`src/rtl/crt_raster_pkg.sv`:
```
package crt_raster_pkg;

    localparam int SYNC_NIB = 4;

    // Pulse length coded in a nibble; zero stands for the longest pulse.
    function automatic logic [SYNC_NIB:0] sync_len(input logic [SYNC_NIB-1:0] nib);
        return (nib == '0) ? (SYNC_NIB+1)'(1 << SYNC_NIB) : {1'b0, nib};
    endfunction

    // Countdown preload for a pulse that is active in its start cycle.
    function automatic logic [SYNC_NIB-1:0] sync_preload(input logic [SYNC_NIB-1:0] nib);
        logic [SYNC_NIB:0] len;
        len = sync_len(nib);
        return SYNC_NIB'(len - 1'b1);
    endfunction

    typedef enum logic {
        PH_ROWS   = 1'b0,
        PH_ADJUST = 1'b1
    } v_phase_e;

endpackage

```
`src/rtl/crt_hcount.sv`:
```
module crt_hcount
    import crt_raster_pkg::*;
#(
    parameter int HW = 8
) (
    input  logic                clk,
    input  logic                rst,
    input  logic [HW-1:0]       h_total,
    input  logic [HW-1:0]       h_disp,
    input  logic [HW-1:0]       h_sync_pos,
    input  logic [SYNC_NIB-1:0] h_width,
    output logic [HW-1:0]       hcount,
    output logic                line_end,
    output logic                h_active,
    output logic                hsync
);

    logic [SYNC_NIB-1:0] hs_left;
    logic                hs_start;

    assign line_end = (hcount == h_total);
    assign h_active = (hcount < h_disp);
    assign hs_start = (hcount == h_sync_pos);
    assign hsync    = hs_start || (hs_left != '0);

    always_ff @(posedge clk) begin
        if (rst) begin
            hcount  <= '0;
            hs_left <= '0;
        end else begin
            hcount <= line_end ? '0 : hcount + 1'b1;
            if (hs_start) begin
                hs_left <= sync_preload(h_width);
            end else if (hs_left != '0) begin
                hs_left <= hs_left - 1'b1;
            end
        end
    end

endmodule

```
`src/rtl/crt_vcount.sv`:
```
module crt_vcount
    import crt_raster_pkg::*;
#(
    parameter int VW = 7,
    parameter int RW = 5
) (
    input  logic                clk,
    input  logic                rst,
    input  logic                line_end,
    input  logic [VW-1:0]       v_total,
    input  logic [RW-1:0]       v_adjust,
    input  logic [VW-1:0]       v_disp,
    input  logic [VW-1:0]       v_sync_pos,
    input  logic [SYNC_NIB-1:0] v_width,
    input  logic [RW-1:0]       raster_max,
    output logic [RW-1:0]       raster,
    output logic                in_adj,
    output logic                row_end,
    output logic                frame_end,
    output logic                v_active,
    output logic                vsync
);

    v_phase_e            phase;
    logic [VW-1:0]       row;
    logic [SYNC_NIB-1:0] vs_left;
    logic                last_raster;
    logic                vs_start;

    assign in_adj      = (phase == PH_ADJUST);
    assign last_raster = (raster == raster_max);
    assign row_end     = line_end && !in_adj && last_raster;
    assign frame_end   = line_end && (in_adj ? (raster == v_adjust - 1'b1)
                                             : (last_raster && row == v_total && v_adjust == '0));
    assign v_active    = !in_adj && (row < v_disp);
    assign vs_start    = !in_adj && (raster == '0) && (row == v_sync_pos);
    assign vsync       = vs_start || (vs_left != '0);

    always_ff @(posedge clk) begin
        if (rst) begin
            phase   <= PH_ROWS;
            row     <= '0;
            raster  <= '0;
            vs_left <= '0;
        end else if (line_end) begin
            if (vs_start) begin
                vs_left <= sync_preload(v_width);
            end else if (vs_left != '0) begin
                vs_left <= vs_left - 1'b1;
            end

            if (frame_end) begin
                phase  <= PH_ROWS;
                row    <= '0;
                raster <= '0;
            end else if (in_adj || !last_raster) begin
                raster <= raster + 1'b1;
            end else begin
                raster <= '0;
                if (row == v_total) begin
                    phase <= PH_ADJUST;
                end else begin
                    row <= row + 1'b1;
                end
            end
        end
    end

endmodule

```
`src/rtl/crt_addr.sv`:
```
module crt_addr #(
    parameter int HW = 8,
    parameter int AW = 14
) (
    input  logic          clk,
    input  logic          rst,
    input  logic [HW-1:0] hcount,
    input  logic [HW-1:0] h_disp,
    input  logic [AW-1:0] start_addr,
    input  logic          row_end,
    input  logic          frame_end,
    output logic [AW-1:0] ma
);

    logic [AW-1:0] row_base;

    assign ma = row_base + AW'(hcount);

    always_ff @(posedge clk) begin
        if (rst || frame_end) begin
            row_base <= start_addr;
        end else if (row_end) begin
            row_base <= row_base + AW'(h_disp);
        end
    end

endmodule

```
`src/rtl/crt_raster_gen.sv`:
```
module crt_raster_gen
    import crt_raster_pkg::*;
#(
    parameter int HW = 8,
    parameter int VW = 7,
    parameter int RW = 5,
    parameter int AW = 14
) (
    input  logic          clk,
    input  logic          rst,
    input  logic [HW-1:0] h_total,
    input  logic [HW-1:0] h_disp,
    input  logic [HW-1:0] h_sync_pos,
    input  logic [7:0]    sync_widths,
    input  logic [VW-1:0] v_total,
    input  logic [RW-1:0] v_adjust,
    input  logic [VW-1:0] v_disp,
    input  logic [VW-1:0] v_sync_pos,
    input  logic [RW-1:0] raster_max,
    input  logic          de_skew,
    input  logic [AW-1:0] start_addr,
    output logic          hsync,
    output logic          vsync,
    output logic          de,
    output logic [AW-1:0] ma,
    output logic [RW-1:0] ra
);

    logic [HW-1:0] hcount;
    logic          line_end;
    logic          h_active;
    logic          in_adj;
    logic          row_end;
    logic          frame_end;
    logic          v_active;
    logic          de_now;
    logic          de_late;

    crt_hcount #(.HW(HW)) u_h (
        .clk        (clk),
        .rst        (rst),
        .h_total    (h_total),
        .h_disp     (h_disp),
        .h_sync_pos (h_sync_pos),
        .h_width    (sync_widths[SYNC_NIB-1:0]),
        .hcount     (hcount),
        .line_end   (line_end),
        .h_active   (h_active),
        .hsync      (hsync)
    );

    crt_vcount #(.VW(VW), .RW(RW)) u_v (
        .clk        (clk),
        .rst        (rst),
        .line_end   (line_end),
        .v_total    (v_total),
        .v_adjust   (v_adjust),
        .v_disp     (v_disp),
        .v_sync_pos (v_sync_pos),
        .v_width    (sync_widths[2*SYNC_NIB-1:SYNC_NIB]),
        .raster_max (raster_max),
        .raster     (ra),
        .in_adj     (in_adj),
        .row_end    (row_end),
        .frame_end  (frame_end),
        .v_active   (v_active),
        .vsync      (vsync)
    );

    crt_addr #(.HW(HW), .AW(AW)) u_a (
        .clk        (clk),
        .rst        (rst),
        .hcount     (hcount),
        .h_disp     (h_disp),
        .start_addr (start_addr),
        .row_end    (row_end),
        .frame_end  (frame_end),
        .ma         (ma)
    );

    assign de_now = h_active && v_active;

    always_ff @(posedge clk) begin
        if (rst) begin
            de_late <= 1'b0;
        end else begin
            de_late <= de_now;
        end
    end

    assign de = de_skew ? de_late : de_now;

endmodule

```
`config.mk`:
```
export PLATFORM = sky130hd
export DESIGN_NAME = crt_raster_gen
export DESIGN_NICKNAME = d
export VERILOG_FILES = /design/src/rtl/crt_raster_pkg.sv /design/src/rtl/crt_hcount.sv /design/src/rtl/crt_vcount.sv /design/src/rtl/crt_addr.sv /design/src/rtl/crt_raster_gen.sv
export SDC_FILE = /design/constraint.sdc
export NUM_CORES = 1
export LEC_CHECK = 0
export ABC_AREA = 1
export ABC_CLOCK_PERIOD_IN_PS = 2500
export CAP_MARGIN = 40
export CORE_MARGIN = 5
export CORE_UTILIZATION = 55
export CTS_CLUSTER_SIZE = 20
export DETAILED_ROUTE_END_ITERATION = 8
export DONT_BUFFER_PORTS = 1
export GPL_TIMING_DRIVEN = 1
export HOLD_SLACK_MARGIN = 0.12
export PLACE_DENSITY = 0.73
export SYNTH_ARGS = -nofsm -noshare
export SYNTH_HDL_FRONTEND = slang
export SYNTH_SLANG_ARGS = --single-unit
```
`constraint.sdc`:
```
create_clock -name clk -period 2.5 [get_ports clk]
set_input_delay 0.5 -clock clk [delete_from_list [all_inputs] [get_ports clk]]
set_output_delay 0.5 -clock clk [all_outputs]
set_load 0.05 [all_outputs]
```
======== Word level (Yosys, flattened, before mapping) ========
Cells that the tools add are included.
cells by class
  add/sub/neg operators ................... 10
  $lt $le $gt $ge ......................... 2
  equal/unequal tests ..................... 8
  multiplexer cells ....................... 18
  reductions and logical operators ........ 29
operators with widths
  operator                                                             number
  14-bit by 8-bit adder with 14-bit output                             2
  14-bit two-way mux                                                   2
  4-bit two-way mux                                                    6
  7-bit two-way mux                                                    3
  8-bit == test                                                        2
  4-bit by 1-bit subtractor with 4-bit output (second input constant)  4
  7-bit == test                                                        2
  5-bit == test                                                        2
  5-bit zero test                                                      2
  5-bit two-way mux                                                    2
  1-bit logical AND                                                    9
  8-bit by 1-bit adder with 8-bit output (second input constant)       1
  4-bit zero test                                                      2
  8-bit < comparator                                                   1
  2-bit nonzero test                                                   4
  4-bit nonzero test                                                   2
  7-bit by 1-bit adder with 7-bit output (second input constant)       1
  7-bit < comparator                                                   1
  3-bit AND reduction                                                  2
  5-bit by 1-bit adder with 5-bit output (second input constant)       1
  1-bit two-way mux                                                    5
  5-bit by 1-bit subtractor with 5-bit output (second input constant)  1
  1-bit logical OR                                                     4
  2-bit by 1-bit != test with 1-bit output (second input constant)     2
  other kinds (3)                                                      4
storage, ports and cells
  flip-flop bits (word level) ............. 44
  input bits .............................. 80
  word-level logic and storage cells ...... 75

======== Depth between registers and ports, before layout ========
  word-level depth ........................ 7
  gate-level depth with buffers ........... 16
  mapped depth without buffers ............ 14

======== By module ========
From an unflattened synthesis, not the netlist that was laid out.
unflattened totals
  cells, all modules ...................... 648
  area total of the unflattened synthesis .. 4301.6 sq um
by module, submodules not included
  module          times used  cells each  area each (sq um)  seq. area each (sq um)
  crt_addr        1           250         1697.9             420.4
  crt_vcount      1           244         1559.0             340.3
  crt_hcount      1           147         998.5              240.2
  crt_raster_gen  1           7           46.3               20.0

======== Worst setup path after synthesis ========
OpenSTA, ideal clock, no wires.
  path type ............................... register -> output
  start ................................... register u_h.hcount[0]
  end ..................................... output port ma[12]
  data arrival time ....................... 2.513 ns
  required time ........................... 2.000 ns
  slack ................................... -0.513 ns
  cell stages (with the launch flop) ...... 13
  path buffers ............................ 0
  path through ............................ dfxtp_1 ha_1 inv_1 fa_1 nor2_1 nor2_1 o21ai_0 nand2_1 nand2_1 nand2_1 nand2_1 nand2_1 xor2_1
on the way
  cells in the longest elaborated chain, start to end .. 1
RTL lines
  item                                      RTL line              RTL
  from (decl)                               crt_hcount.sv:12      output logic [HW-1:0] hcount,
  from (signal assigned)                    crt_hcount.sv:31      hcount <= line_end ? '0 : hcount + 1'b1;
  14-bit by 8-bit adder with 14-bit output  crt_addr.sv:17        assign ma = row_base + AW'(hcount);
  to (decl)                                 crt_raster_gen.sv:25  output logic [AW-1:0] ma,
Every way passes these cells.

======== Final worst setup path ========
  start ................................... register u_a.row_base[0]
  end ..................................... output port ma[12]
on the way
  cells in the longest elaborated chain, start to end .. 1
RTL lines
  item                                      RTL line        RTL
  from (decl)                               crt_addr.sv:15  logic [AW-1:0] row_base;
  from (signal assigned)                    crt_addr.sv:21  row_base <= start_addr;
  from (signal assigned)                    crt_addr.sv:23  row_base <= row_base + AW'(h_disp);
  14-bit by 8-bit adder with 14-bit output  crt_addr.sv:17
Every way passes these cells.

==> results_dict.tcl <==
set metrics [dict create \
    route.vias.total 4056 \
    ys_warn_count 0 \
    n_fill_cell 612 \
    htree_levels 2 \
    combPwrFrac_pct 40.5 \
    ys.flop_type "dfxtp_1" \
    core_area_um2 7290 \
    root_buffer "clkbuf_8" \
    clock_skew_ns 0.0152 \
    dr.first_iter.drc_count 114 \
    grt_start_max_net_pins 18 \
    wl_met2_um 5220 \
    design.die.area_um2 9340 \
    overflow 0 \
    dp_slack_ns -0.104 \
    synth_seq_cells 44 \
    synth_cells 637 \
    regToRegStartpoint "u_h.hcount[4]" \
    via_per_inst 5.18 \
    clock_power_share_pct 21.4 \
    drc 0 \
    synth_area_leaders "nand2_1 18%, dfxtp_1 15%, ha_1 11%" \
    final_max_slew_viol_count 0 \
    crit_arrival_ns 2.35 \
    wl_per_cell_um 13.9 \
    syn_avg_cell_area_um2 6.48 \
    routed_wirelength_um 10900 \
    post_dp_cell_area_um2 4740 \
    syn2layout_area_growth_pct 23.4 \
    initial_core_util_pct 56.6 \
    antenna_cells 0 \
    start_kind "flop" \
    clkTransAtPathRegs_ns 0.10 \
    syn_area_um2 4130 \
    hold_path.class "in -> reg" \
    required_ns 2.00 \
    finalCritPeriodShare_pct 114 \
    synthArstFlopShare_pct 0 \
    synth_top_cell_area_share_pct 17.6 \
    synth_top_area_cell "nand2_1" \
    grt_pass1_vias 4091 \
    drv_cap 0 \
    place_hpwl_um 8920 \
    power.density_nw_per_um2 436 \
    violations "negative setup slack" \
    layout_commonest_cell "nand2_1" \
    final_cell_mix "187 x nand2_1, 106 x inv_1, 54 x nor2_1" \
    sequentialPowerShare_pct 38.1 \
    crit_path_max_incr_delay_ns 0.39 \
    nets 801 \
    die_w_um 96.6 \
    crit_path_end_kind "output pin" \
    p_int_mw 1.35 \
    cts_tree "yes" \
    drive_above_1_share_pct 18.7 \
    grt_use_total_pct 23.3 \
    reg2regPathDepth 12 \
    layout_setup_ws_ns -0.347 \
    dieHeight_um 96.6 \
    endpoint "ma[12]" \
    critPathKind "reg -> out" \
    dr.max_layer_used "met4" \
    cts_hold_buffers 0 \
    ys_seq_area_share_pct 24.7 \
    synth.distinct_cells 37 \
    cp_slowest_cell "edfxtp_1" \
    drtPass1Iterations 4 \
    io_buffers 0 \
    cts_buffers 5 \
    startpoint "u_a.row_base[0]" \
    max_freq_ghz 0.351 \
    wl_met1_um 4550 \
    synth-edff-count 14 \
    clkSinkCount 44 \
    p_leak_nw 2.53 \
    critPathMaxFanout 3 \
    io_pins 102 \
    rsz0062_at_grt "yes" \
    design_area_um2 5090 \
    clock_latency_ns 0.31 \
    r2r_slack_ns 0.24 \
    switching_share_pct 39.3 \
    ir_drop_v 0.000187 \
    worst_pin_slew_ns 0.418 \
    slew_headroom_pct 72.1 \
    synth_nets 755 \
    antenna_found_initial 0 \
    status "complete, but fails checks" \
    layout_min_cycle_time_ns 2.85 \
    switchingPower_mw 0.873 \
    wl_met3_um 766 \
    hold_violations 0 \
    setup_viol 9 \
    r2r-end "u_a.row_base[13]" \
    antenna_left 0 \
    grt_first_pass_wirelength_um 18400 \
    crit_path_cell_trace "ha_2, inv_2, fa_2, nor2_4, nor2_2, o21ai_2, nand2_1, nand2_2, nand2_2, nand2_4, nand2_4, xor2_4, buf_12" \
    cts.path.max_buffers 2 \
    gp_congestion 0.872 \
    num_rows 31 \
]
-- layout make-up --
class                           count  area (um^2)  area share, %
Timing Repair Buffer               46          479           9.41
Clock buffer                        5         68.8           1.35
Multi-Input combinational cell    474         2940           57.7
Clock inverter                      3         22.5          0.442
Tap cell                           99          124           2.43
Sequential cell                    44         1040           20.4
Inverter                          112          420           8.25
-- flip-flops by register name, summed over array words and instances (netlist names) --
register and flops:
u_a.row_base 14, u_h.hcount 8, u_v.row 7, u_v.raster 5, u_h.hs_left 4, u_v.vs_left 4, de_late 1, u_v.in_adj 1
-- power by group through the flow --
| stage | registers [mW] | clock network, mW | logic [mW] |
|---|---|---|---|
| after floorplan | 0.851 | 0 | 0.649 |
| after global placement | 0.855 | 0 | 0.819 |
| after detailed placement | 0.858 | 0 | 0.840 |
| after CTS | 0.845 | 0.484 | 0.869 |
| after global routing | 0.853 | 0.517 | 0.997 |
| final | 0.846 | 0.474 | 0.900 |
-- cell families after synthesis --
kind of cell | synth area share (%)
xor gates and xnor gates | 10.4
adders and majority gates | 11.9
buffers and inverters | 11.4
DFF | 24.7
and+or+nand+nor | 33.3
AOI/OAI and AO/OA | 8.31
-- metrics by stage --
step           hold slack [ns]  utilization, %  TNS (ns)  instances  power, mW
4_1_cts                  0.254            68.0     -1.42        780       2.20
3_5_place_dp             0.467            65.0    -0.375        768       1.70
5_1_grt                  0.238            69.9     -2.82        783       2.37
3_3_place_gp             0.467            65.0    -0.118        768       1.67
2_1_floorplan            0.441               -   -0.0924        637       1.50
6_report                 0.263            69.9     -1.79        783       2.22
-- worst min-delay path by stage --
stage / start / to / cells after the start
2_1_floorplan: u_v.vs_left[3] / u_v.vs_left[3] / 2
3_3_place_gp: u_v.vs_left[3] / u_v.vs_left[3] / 2
3_5_place_dp: u_v.vs_left[3] / u_v.vs_left[3] / 2
4_1_cts: rst / u_v.raster[0] / 1
5_1_grt: rst / u_v.raster[0] / 1
6_report: rst / u_v.raster[0] / 1
-- per-layer routing --
| metal | vias to the layer above | global-route usage, % |
|---|---|---|
| met1 | 1830 | 27.5 |
| met4 | 0 | 10.2 |
| li1 | 2080 | - |
| met2 | 122 | 39.2 |
| met3 | 24 | 7.12 |
| met5 | - | 0 |
-- worst max-delay path, delay by kind of cell, from the launching register on --
kind | cells | cell delay (ns)
AND/OR/NAND/NOR | 7 | 0.55
adder cells (fa/ha/maj) | 2 | 0.57
AO/OA/AOI/OAI | 1 | 0.13
XOR/XNOR | 1 | 0.20
flip-flops | 1 | 0.39
buffers and inverters | 2 | 0.19
-- cells in the mapped netlist (9+ instances only) --
cell and n:
nor2_1 59, edfxtp_1 14, nor3_1 9, ha_1 36, o21ai_0 15, xnor2_1 23
a21oi_1 28, xor2_1 26, nand2_1 194, nand3_1 34, dfxtp_1 30, nand4_1 10
inv_1 107
-- timing repair --
item / CTS / global route
buffers inserted: 5 / 4
endpoints found under the setup margin: 8 / 13
hold endpoints to repair: 0 / 0
pin swaps: 8 / 9
resized for setup: 22 / 29
(Power assumes the default switching activity.)
